**config.mk**
```make
export PLATFORM = sky130hd
export DESIGN_NAME = ecp_fwd_host
export DESIGN_NICKNAME = d
export VERILOG_FILES = /design/src/rtl/ecp_fwd_pkg.sv /design/src/rtl/ecp_fwd_sync.sv /design/src/rtl/ecp_fwd_timer.sv /design/src/rtl/ecp_fwd_drv.sv /design/src/rtl/ecp_fwd_host.sv
export SDC_FILE = /design/constraint.sdc
export NUM_CORES = 1
export LEC_CHECK = 0
export BUFFER_PORTS_ARGS = -buffer_cell sky130_fd_sc_hd__buf_2
export CORE_ASPECT_RATIO = 0.75
export CORE_MARGIN = 2
export CORE_UTILIZATION = 45
export CTS_CLUSTER_SIZE = 14
export DETAILED_ROUTE_END_ITERATION = 10
export GPL_ROUTABILITY_DRIVEN = 0
export MAX_ROUTING_LAYER = met4
export PLACE_DENSITY = 0.67
export RECOVER_POWER = 50
export SLEW_MARGIN = 30
export SYNTH_ARGS = -nofsm -noshare
export SYNTH_HDL_FRONTEND = slang
export SYNTH_HIERARCHICAL = 1
export SYNTH_SLANG_ARGS = --single-unit
```
**constraint.sdc**
```tcl
create_clock -name clk -period 3.6 [get_ports clk]
set_input_delay 0.36 -clock clk [delete_from_list [all_inputs] [get_ports clk]]
set_output_delay 0.36 -clock clk [all_outputs]
set_load 0.03 [all_outputs]
```
**src/rtl/ecp_fwd_pkg.sv**
```systemverilog
package ecp_fwd_pkg;

    typedef enum logic [2:0] {
        ST_IDLE,
        ST_SETUP,
        ST_STROBE,
        ST_RELEASE,
        ST_MODE_PRE,
        ST_MODE_POST
    } fwd_state_e;

endpackage

```
**src/rtl/ecp_fwd_sync.sv**
```systemverilog
module ecp_fwd_sync #(
    parameter int               WIDTH   = 2,
    parameter logic [WIDTH-1:0] RST_VAL = '0
) (
    input  logic             clk,
    input  logic             rst_n,
    input  logic [WIDTH-1:0] async_i,
    output logic [WIDTH-1:0] sync_o
);

    logic [WIDTH-1:0] meta_q, meta_d;
    logic [WIDTH-1:0] hold_q, hold_d;

    always_comb begin
        meta_d = async_i;
        hold_d = meta_q;
    end

    always_ff @(posedge clk or negedge rst_n) begin
        if (!rst_n) begin
            meta_q <= RST_VAL;
            hold_q <= RST_VAL;
        end else begin
            meta_q <= meta_d;
            hold_q <= hold_d;
        end
    end

    assign sync_o = hold_q;

endmodule

```
**src/rtl/ecp_fwd_timer.sv**
```systemverilog
module ecp_fwd_timer #(
    parameter int CNT_W = 16
) (
    input  logic             clk,
    input  logic             rst_n,
    input  logic             load_i,
    input  logic [CNT_W-1:0] load_val_i,
    input  logic             dec_i,
    output logic             zero_o
);

    logic [CNT_W-1:0] cnt_q, cnt_d;

    always_comb begin
        cnt_d = cnt_q;
        if (load_i) begin
            cnt_d = load_val_i;
        end else if (dec_i && (cnt_q != '0)) begin
            cnt_d = cnt_q - 1'b1;
        end
    end

    always_ff @(posedge clk or negedge rst_n) begin
        if (!rst_n) begin
            cnt_q <= '0;
        end else begin
            cnt_q <= cnt_d;
        end
    end

    assign zero_o = (cnt_q == '0);


    no_wrap_chk: assert property (@(posedge clk) disable iff (!rst_n)
        (($past(cnt_q) == '0) && !$past(load_i)) |-> (cnt_q == '0));

endmodule

```
**src/rtl/ecp_fwd_drv.sv**
```systemverilog
module ecp_fwd_drv (
    input  logic pp_i,
    input  logic clk_lvl_i,
    input  logic flag_lvl_i,
    output logic clk_oe_o,
    output logic flag_oe_o
);

    logic [1:0] lvl;
    logic [1:0] oe;

    assign lvl = {flag_lvl_i, clk_lvl_i};

    for (genvar g = 0; g < 2; g++) begin : g_line
        always_comb begin
            if (pp_i) begin
                oe[g] = 1'b1;
            end else begin
                oe[g] = ~lvl[g];
            end
        end
    end

    assign clk_oe_o  = oe[0];
    assign flag_oe_o = oe[1];

endmodule

```
**src/rtl/ecp_fwd_host.sv**
```systemverilog
module ecp_fwd_host #(
    parameter int DATA_W  = 8,
    parameter int SETUP_W = 8,
    parameter int TMO_W   = 16
) (
    input  logic              clk,
    input  logic              rst_n,
    input  logic              in_valid,
    output logic              in_ready,
    input  logic [DATA_W-1:0] in_data,
    input  logic              in_is_cmd,
    input  logic [SETUP_W-1:0] setup_cycles,
    input  logic [TMO_W-1:0]  timeout_cycles,
    input  logic              ecp_mode_req,
    input  logic              periph_ack_i,
    input  logic              periph_req_n_i,
    output logic [DATA_W-1:0] pd_o,
    output logic              cmd_flag_o,
    output logic              cmd_flag_oe,
    output logic              host_clk_o,
    output logic              host_clk_oe,
    output logic              drv_pp_o,
    output logic              rev_req_o,
    output logic              timeout_err_o
);
    import ecp_fwd_pkg::*;

    localparam int CNT_W = (SETUP_W > TMO_W) ? SETUP_W : TMO_W;

    typedef struct packed {
        fwd_state_e        state;
        logic [DATA_W-1:0] data;
        logic              flag;
        logic              hclk;
        logic              mode;
        logic              err;
    } eng_t;

    eng_t cur_q, nxt_d;

    logic [1:0]       sync_out;
    logic             ack_s;
    logic             req_n_s;
    logic             tmr_load;
    logic [CNT_W-1:0] tmr_val;
    logic             tmr_dec;
    logic             tmr_zero;
    logic             mode_pending;

    ecp_fwd_sync #(
        .WIDTH   (2),
        .RST_VAL (2'b10)
    ) sync_i (
        .clk     (clk),
        .rst_n   (rst_n),
        .async_i ({periph_req_n_i, periph_ack_i}),
        .sync_o  (sync_out)
    );

    assign ack_s   = sync_out[0];
    assign req_n_s = sync_out[1];

    ecp_fwd_timer #(
        .CNT_W (CNT_W)
    ) timer_i (
        .clk        (clk),
        .rst_n      (rst_n),
        .load_i     (tmr_load),
        .load_val_i (tmr_val),
        .dec_i      (tmr_dec),
        .zero_o     (tmr_zero)
    );

    assign mode_pending = (ecp_mode_req != cur_q.mode);

    always_comb begin
        nxt_d    = cur_q;
        tmr_load = 1'b0;
        tmr_val  = '0;
        tmr_dec  = 1'b0;
        in_ready = (cur_q.state == ST_IDLE) && !ack_s && !mode_pending;

        case (cur_q.state)
            ST_IDLE: begin
                if (mode_pending) begin
                    nxt_d.state = ST_MODE_PRE;
                end else if (in_valid && !ack_s) begin
                    nxt_d.data  = in_data;
                    nxt_d.flag  = in_is_cmd;
                    nxt_d.err   = 1'b0;
                    nxt_d.state = ST_SETUP;
                    tmr_load    = 1'b1;
                    tmr_val     = CNT_W'(setup_cycles);
                end
            end
            ST_SETUP: begin
                if (tmr_zero) begin
                    nxt_d.hclk  = 1'b0;
                    nxt_d.state = ST_STROBE;
                    tmr_load    = 1'b1;
                    tmr_val     = CNT_W'(timeout_cycles);
                end else begin
                    tmr_dec = 1'b1;
                end
            end
            ST_STROBE: begin
                if (ack_s) begin
                    nxt_d.hclk  = 1'b1;
                    nxt_d.state = ST_RELEASE;
                    tmr_load    = 1'b1;
                    tmr_val     = CNT_W'(timeout_cycles);
                end else if (tmr_zero) begin
                    nxt_d.err = 1'b1;
                end else begin
                    tmr_dec = 1'b1;
                end
            end
            ST_RELEASE: begin
                if (!ack_s) begin
                    nxt_d.state = ST_IDLE;
                end else if (tmr_zero) begin
                    nxt_d.err = 1'b1;
                end else begin
                    tmr_dec = 1'b1;
                end
            end
            ST_MODE_PRE: begin
                nxt_d.mode  = ~cur_q.mode;
                nxt_d.state = ST_MODE_POST;
            end
            ST_MODE_POST: begin
                nxt_d.state = ST_IDLE;
            end
            default: begin
                nxt_d.state = ST_IDLE;
            end
        endcase
    end

    always_ff @(posedge clk or negedge rst_n) begin
        if (!rst_n) begin
            cur_q.state <= ST_IDLE;
            cur_q.data  <= '0;
            cur_q.flag  <= 1'b0;
            cur_q.hclk  <= 1'b1;
            cur_q.mode  <= 1'b0;
            cur_q.err   <= 1'b0;
        end else begin
            cur_q <= nxt_d;
        end
    end

    ecp_fwd_drv drv_i (
        .pp_i       (cur_q.mode),
        .clk_lvl_i  (cur_q.hclk),
        .flag_lvl_i (cur_q.flag),
        .clk_oe_o   (host_clk_oe),
        .flag_oe_o  (cmd_flag_oe)
    );

    assign pd_o          = cur_q.data;
    assign cmd_flag_o    = cur_q.flag;
    assign host_clk_o    = cur_q.hclk;
    assign drv_pp_o      = cur_q.mode;
    assign rev_req_o     = ~req_n_s;
    assign timeout_err_o = cur_q.err;


    byte_capture_chk: assert property (@(posedge clk) disable iff (!rst_n)
        (in_valid && in_ready) |=> (pd_o == $past(in_data)));


    data_hold_chk: assert property (@(posedge clk) disable iff (!rst_n)
        !cur_q.hclk |-> $stable(cur_q.data));


    strobe_rise_chk: assert property (@(posedge clk) disable iff (!rst_n)
        $rose(cur_q.hclk) |-> $past(ack_s));


    start_low_ack_chk: assert property (@(posedge clk) disable iff (!rst_n)
        ((cur_q.state == ST_SETUP) && ($past(cur_q.state) == ST_IDLE)) |-> !$past(ack_s));


    err_source_chk: assert property (@(posedge clk) disable iff (!rst_n)
        $rose(cur_q.err) |-> ($past(cur_q.state) inside {ST_STROBE, ST_RELEASE}));


    mode_quiet_chk: assert property (@(posedge clk) disable iff (!rst_n)
        (cur_q.mode != $past(cur_q.mode)) |->
            (cur_q.hclk && $past(cur_q.hclk) && ($past(cur_q.state) == ST_MODE_PRE)));

endmodule

```
== After elaboration in Yosys (flattened, before gate mapping) ==
Cells that the tools add are included.

* Bits in registers: 35
* Output and inout port bits: 16
* Word-level logic and storage cells: 77

* Mux-type cells: 33
* Reductions and logical operators: 16
* Equal/unequal tests: 13
* $add $sub $neg: 1
* Bitwise operators: 5

{| class="wikitable"
|+ Operator list
! kind !! count
|-
| two-way mux 16 bit || 5
|-
| one-hot mux 16 bit (3 select lines) || 1
|-
| zero test 16 bit || 1
|-
| two-way mux 1 bit || 16
|-
| nonzero test 16 bit || 1
|-
| subtractor 16 x 1 -> 16 bit (second input constant) || 1
|-
| one-hot mux 3 bit (5 select lines) || 1
|-
| two-way mux 12 bit || 1
|-
| two-way mux 3 bit || 4
|-
| one-hot mux 1 bit (3 select lines) || 3
|-
| two-way mux 8 bit || 1
|-
| != test 2 x 1 -> 1 bit (second input constant) || 4
|-
| equality test 3 x 2 -> 1 bit (second input constant) || 2
|-
| != test 2 bit (second input constant) || 3
|-
| AND reduction 3 bit || 2
|-
| inverter 1 bit || 5
|-
| AND reduction 5 bit || 1
|-
| logical AND 1 bit || 4
|-
| AND reduction 4 bit || 1
|-
| nonzero test 2 bit || 2
|-
| equality test 3 x 1 -> 1 bit (second input constant) || 1
|-
| equality test 3 bit (second input constant) || 1
|-
| zero test 3 bit || 1
|-
| != test 3 x 2 -> 1 bit (second input constant) || 1
|-
| 4 further kinds || 5
|}

== Longest topological paths before layout ==
* Word-level depth: 7
* Depth in mapped cells: 13
* Mapped depth without buffers: 11

== Hierarchy ==
Netlist, hierarchy kept.

{| class="wikitable"
|+ By module, submodules not included
! module !! times used !! area an instance (um^2) !! sequential area each (um^2) !! cells an instance
|-
| ecp_fwd_timer || 1 || 1063.5 || 400.4 || 124
|-
| ecp_fwd_host || 1 || 928.4 || 376.6 || 88
|-
| ecp_fwd_sync || 1 || 102.6 || 102.6 || 4
|-
| ecp_fwd_drv || 1 || 12.5 || 0.0 || 2
|}

== Worst setup path before layout ==
OpenSTA, ideal clock, no wires.

* Path kind: reg-to-reg
* Start point: reg timer_i.cnt_q[0]
* End point: reg timer_i.cnt_q[12]
* Period minus slack after synthesis: 2.755 ns
* Arrival: 2.613 ns
* Cell stages (with the launch flop): 14
* Buffers on the path: 2
* Setup time: 0.141 ns
* Required time: 3.459 ns
* Path slack: 0.845 ns
* Cell sequence: dfrtp_1 > inv_1 > ha_1 > nor4b_1 > nand4_1 > inv_1 > nand3b_1 > a21oi_4 > or2_1 > clkbuf_1 > inv_1 > clkbuf_1 > nor2_1 > a31oi_1

{| class="wikitable"
|+ RTL lines
! what !! line !! text
|-
| start, declared || ecp_fwd_timer.sv:12 || <nowiki>logic [CNT_W-1:0] cnt_q, cnt_d;</nowiki>
|-
| start signal, assigned || ecp_fwd_timer.sv:27 || <nowiki>cnt_q <= cnt_d;</nowiki>
|-
| zero test 16 bit * || ecp_fwd_timer.sv:31 || <nowiki>assign zero_o = (cnt_q == '0);</nowiki>
|-
| net tmr_zero || ecp_fwd_host.sv:47 || <nowiki>logic tmr_zero;</nowiki>
|-
| two-way mux 1 bit * || ecp_fwd_host.sv:97 || <nowiki>if (tmr_zero) begin</nowiki>
|-
| one-hot mux 1 bit (3 select lines) * || ecp_fwd_host.sv:83 || <nowiki>case (cur_q.state)</nowiki>
|-
| net tmr_load || ecp_fwd_host.sv:44 || <nowiki>logic tmr_load;</nowiki>
|-
| two-way mux 16 bit / nonzero test 2 bit (equally long branches) || - ||
|}

The timed path passes the listed nets; every way through them passes the cells marked *. The select of a mux whose other input is x is not followed.
A chain may end at the register's enable or synchronous reset.

== Worst setup path in the final report ==
* Start point: reg timer_i.cnt_q[0]
* End point: reg timer_i.cnt_q[11]

* Longest elaborated chain between the ends: 6

{| class="wikitable"
|+ RTL lines
! what !! line !! text
|-
| zero test 16 bit * || ecp_fwd_timer.sv:31 ||
|-
| net tmr_zero || ecp_fwd_host.sv:47 ||
|-
| two-way mux 1 bit * || ecp_fwd_host.sv:97, ecp_fwd_host.sv:112, ecp_fwd_host.sv:121 ||
|-
| two-way mux 1 bit (on tied branches) || ecp_fwd_host.sv:119, ecp_fwd_host.sv:107 ||
|-
| one-hot mux 1 bit (3 select lines) * || ecp_fwd_host.sv:83 ||
|-
| net tmr_dec || ecp_fwd_host.sv:46 || <nowiki>logic tmr_dec;</nowiki>
|-
| logical AND 1 bit * || ecp_fwd_timer.sv:18 || <nowiki>end else if (dec_i && (cnt_q != '0)) begin</nowiki>
|-
| nonzero test 2 bit (no line) * || - ||
|}

Marked as above.

==> results_dict.tcl <==
set metrics [dict create \
    outcome "finished, violations left" \
    failed_checks "capacitance limit, slew limit" \
    yosysSeqAreaShare_pct 41.7 \
    routed_wl_um 4410 \
    clk_pin_slew_ps 70 \
    cts_tree "yes" \
    ys_types 51 \
    grt_usage_pct 18.5 \
    worst_ir_drop_vdd_mv 0.145 \
    synth.most_common_cell "dfrtp_1" \
    cp.required_ps 3810 \
    port_buffers 54 \
    power_leakage_nw 1.07 \
    cts_setup_buffers 0 \
    ios 55 \
    drv_cap 1 \
    synth_commonest_cells "dfrtp_1, nor2_1, nand2_1" \
    first_pass_iters 4 \
    start_util_pct 46.9 \
    worstSetupEndpointType "flip-flop" \
    start_kind "flip-flop" \
    grt_setup_unrepaired "false" \
    power_frac_comb_pct 4.2 \
    num_rows 21 \
    power.share.clock_pct 39.6 \
    slew_headroom_pct -20.2 \
    synth_area_um2 2110 \
    fmax_mhz 323 \
    timing.final.hold_violations 0 \
    hold_buffers 0 \
    grt_pass1_wl_um 7580 \
    die_area_um2 5250 \
    synthTopCellsByArea "dfrtp_1, mux2_2, dfstp_2" \
    finalSetupViolCount 0 \
    numCtsBuffers 5 \
    synth_top_area_share_pct 38.0 \
    dp_hpwl_um 3230 \
    avgRoutedWirePerCell_um 13.8 \
    syn_nets 258 \
    synth-edff-count 0 \
    powerDensity_nw_per_um2 293 \
    drive_gt1_share_pct 30.0 \
    synth_seq_cells 35 \
    yosysTopAreaCell "dfrtp_1" \
    htreeDepth 2 \
    grt_overflow 0 \
    ys_warn_count 6 \
    grt_pass1_vias 1567 \
    fin_crit_sh_pct 86.0 \
    initialDrtViolationCount 87 \
    worstMarginPinSlew_ps 1800 \
    detail-route-antenna-nets 0 \
    antenna_found_initial 0 \
    nNetsFinal 303 \
    diodes 0 \
    crit_type "flip-flop to flip-flop" \
    synth_area_per_cell_um2 9.67 \
    core_um2 4490 \
    post_cts_resized 0 \
    clockBufferDepth 2 \
    skew_ps 9.01 \
    drv_slew 36 \
    insertion_delay_ps 280 \
    syn2layout_area_growth_pct 14.5 \
    p_sw_share_pct 20.7 \
    tns_ps 0 \
    pwr-share-seq_pct 56.2 \
    clkSinkCount 35 \
    fp.dieW_um 83.0 \
    grt_max_degree 36 \
    switchingPower_mw 0.146 \
    synth-main-ff-cell "dfrtp_1" \
    cp.arrival_ps 3300 \
    finish.utilization_pct 53.7 \
    synthCells 218 \
    drc 0 \
    intPower_mw 0.562 \
    vias_per_cell 5.40 \
    hold_slack_ps 176 \
    async_flop_share_pct 100 \
    layout_min_cycle_time_ps 3090 \
    die_h_um 63.3 \
    cp_max_fo 7 \
    clock-root-buffer "clkbuf_8" \
    vias 1728 \
    hold_class "primary input to flip-flop" \
]
-- cells by family (layout without fill, tap and decap cells) --
kind of cell,after synthesis,count (layout),synth area share (%)
flops,35,35,41.7
fa+ha+maj,1,1,0.594
compound gates,49,49,16.8
buf+inv,29,74,8.43
simple gates,87,87,24.1
xor+xnor,5,5,2.08
mux,12,12,6.29
-- through the flow --
stage / instance area (um^2) / worst slack [ps] / total power, mW / instances
after floorplan: 2110 / 845 / 0.408 / 218
after global placement: 2330 / 638 / 0.436 / 313
after detailed placement: 2330 / 561 / 0.436 / 313
after CTS: 2420 / 553 / 0.717 / 320
after global routing: 2410 / 165 / 0.738 / 320
final: 2410 / 506 / 0.708 / 320
-- critical path, stage by stage, from the launching register on --
cell and delay, ps:
dfrtp_1 360, inv_1 70, ha_1 230, nor4b_1 190
nand4_1 220, inv_1 130, nor3_1 510, nor4b_1 400
nand2_1 240, or4_1 510, a31oi_1 160
-- area by class of cell --
type / instances / area [um^2]
clock buffer: 6 / 82.6
tap: 57 / 71.3
fill: 435 / 2080
inverter: 10 / 37.5
clock inverter: 1 / 5.00
timing repair buffer: 57 / 288
multi-input combinational: 154 / 1050
sequential: 35 / 880
-- cells in the final DEF (no fill, tap or decap), types with 3 or more instances in the layout --
cell type / Yosys / layout
a21oi_1: 8 / 8
a22o_1: 8 / 8
a31oi_1: 7 / 7
and2_1: 11 / 11
buf_2: 1 / 50
buf_4: 10 / 3
clkbuf_1: 4 / 4
clkbuf_8: 0 / 6
dfrtp_1: 32 / 32
dfstp_2: 3 / 3
inv_1: 10 / 10
mux2_2: 9 / 9
nand2_1: 15 / 15
nand2b_1: 3 / 3
nand4_1: 3 / 3
nand4b_1: 3 / 3
nor2_1: 17 / 17
nor2b_1: 4 / 4
nor3_1: 5 / 5
nor4_1: 3 / 3
o21ai_0: 7 / 7
o21ai_1: 6 / 6
or3_1: 3 / 3
or4_1: 5 / 5
xnor2_1: 4 / 4
-- worst paths after layout --
path / slack, ps / from / cells past startpoint / endpoint
max in group asynchronous: 1990 / rst_n / 1 / timer_i/cnt_q[14]
max reg2reg: 510 / timer_i/cnt_q[0] / 10 / timer_i/cnt_q[11]
min reg2reg: 350 / sync_i/hold_d[1] / 0 / sync_i/sync_o[1]
min in group asynchronous: 560 / rst_n / 1 / sync_i/sync_o[0]
max: 510 / timer_i/cnt_q[0] / 10 / timer_i/cnt_q[11]
min: 180 / periph_req_n_i / 1 / sync_i/hold_d[1]
-- routing by layer --
layer	routed length, um	up-vias	GRT usage [%]
met5	0	-	-
met4	34	0	4.30
met3	314	2	4.98
met2	1750	68	24.8
met1	2310	786	27.7
li1	-	872	-
-- state kept, by name, indices dropped and copies added, names as in the netlist --
| name | count |
|---|---|
| cmd_flag_o | 1 |
| drv_pp_o | 1 |
| cur_q | 3 |
| sync_i/hold_d | 2 |
| sync_i/sync_o | 2 |
| host_clk_o | 1 |
| pd_o | 8 |
| timer_i/cnt_q | 16 |
| timeout_err_o | 1 |
-- power groups by stage --
stage / Combinational, mW / Sequential [mW] / Clock [mW]
after detailed placement: 0.0311 / 0.405 / 0
final: 0.0298 / 0.398 / 0.280
after floorplan: 0.00310 / 0.405 / 0
after CTS: 0.0312 / 0.398 / 0.288
after global placement: 0.0305 / 0.405 / 0
after global routing: 0.0349 / 0.398 / 0.305
(Power assumes the default switching activity.)
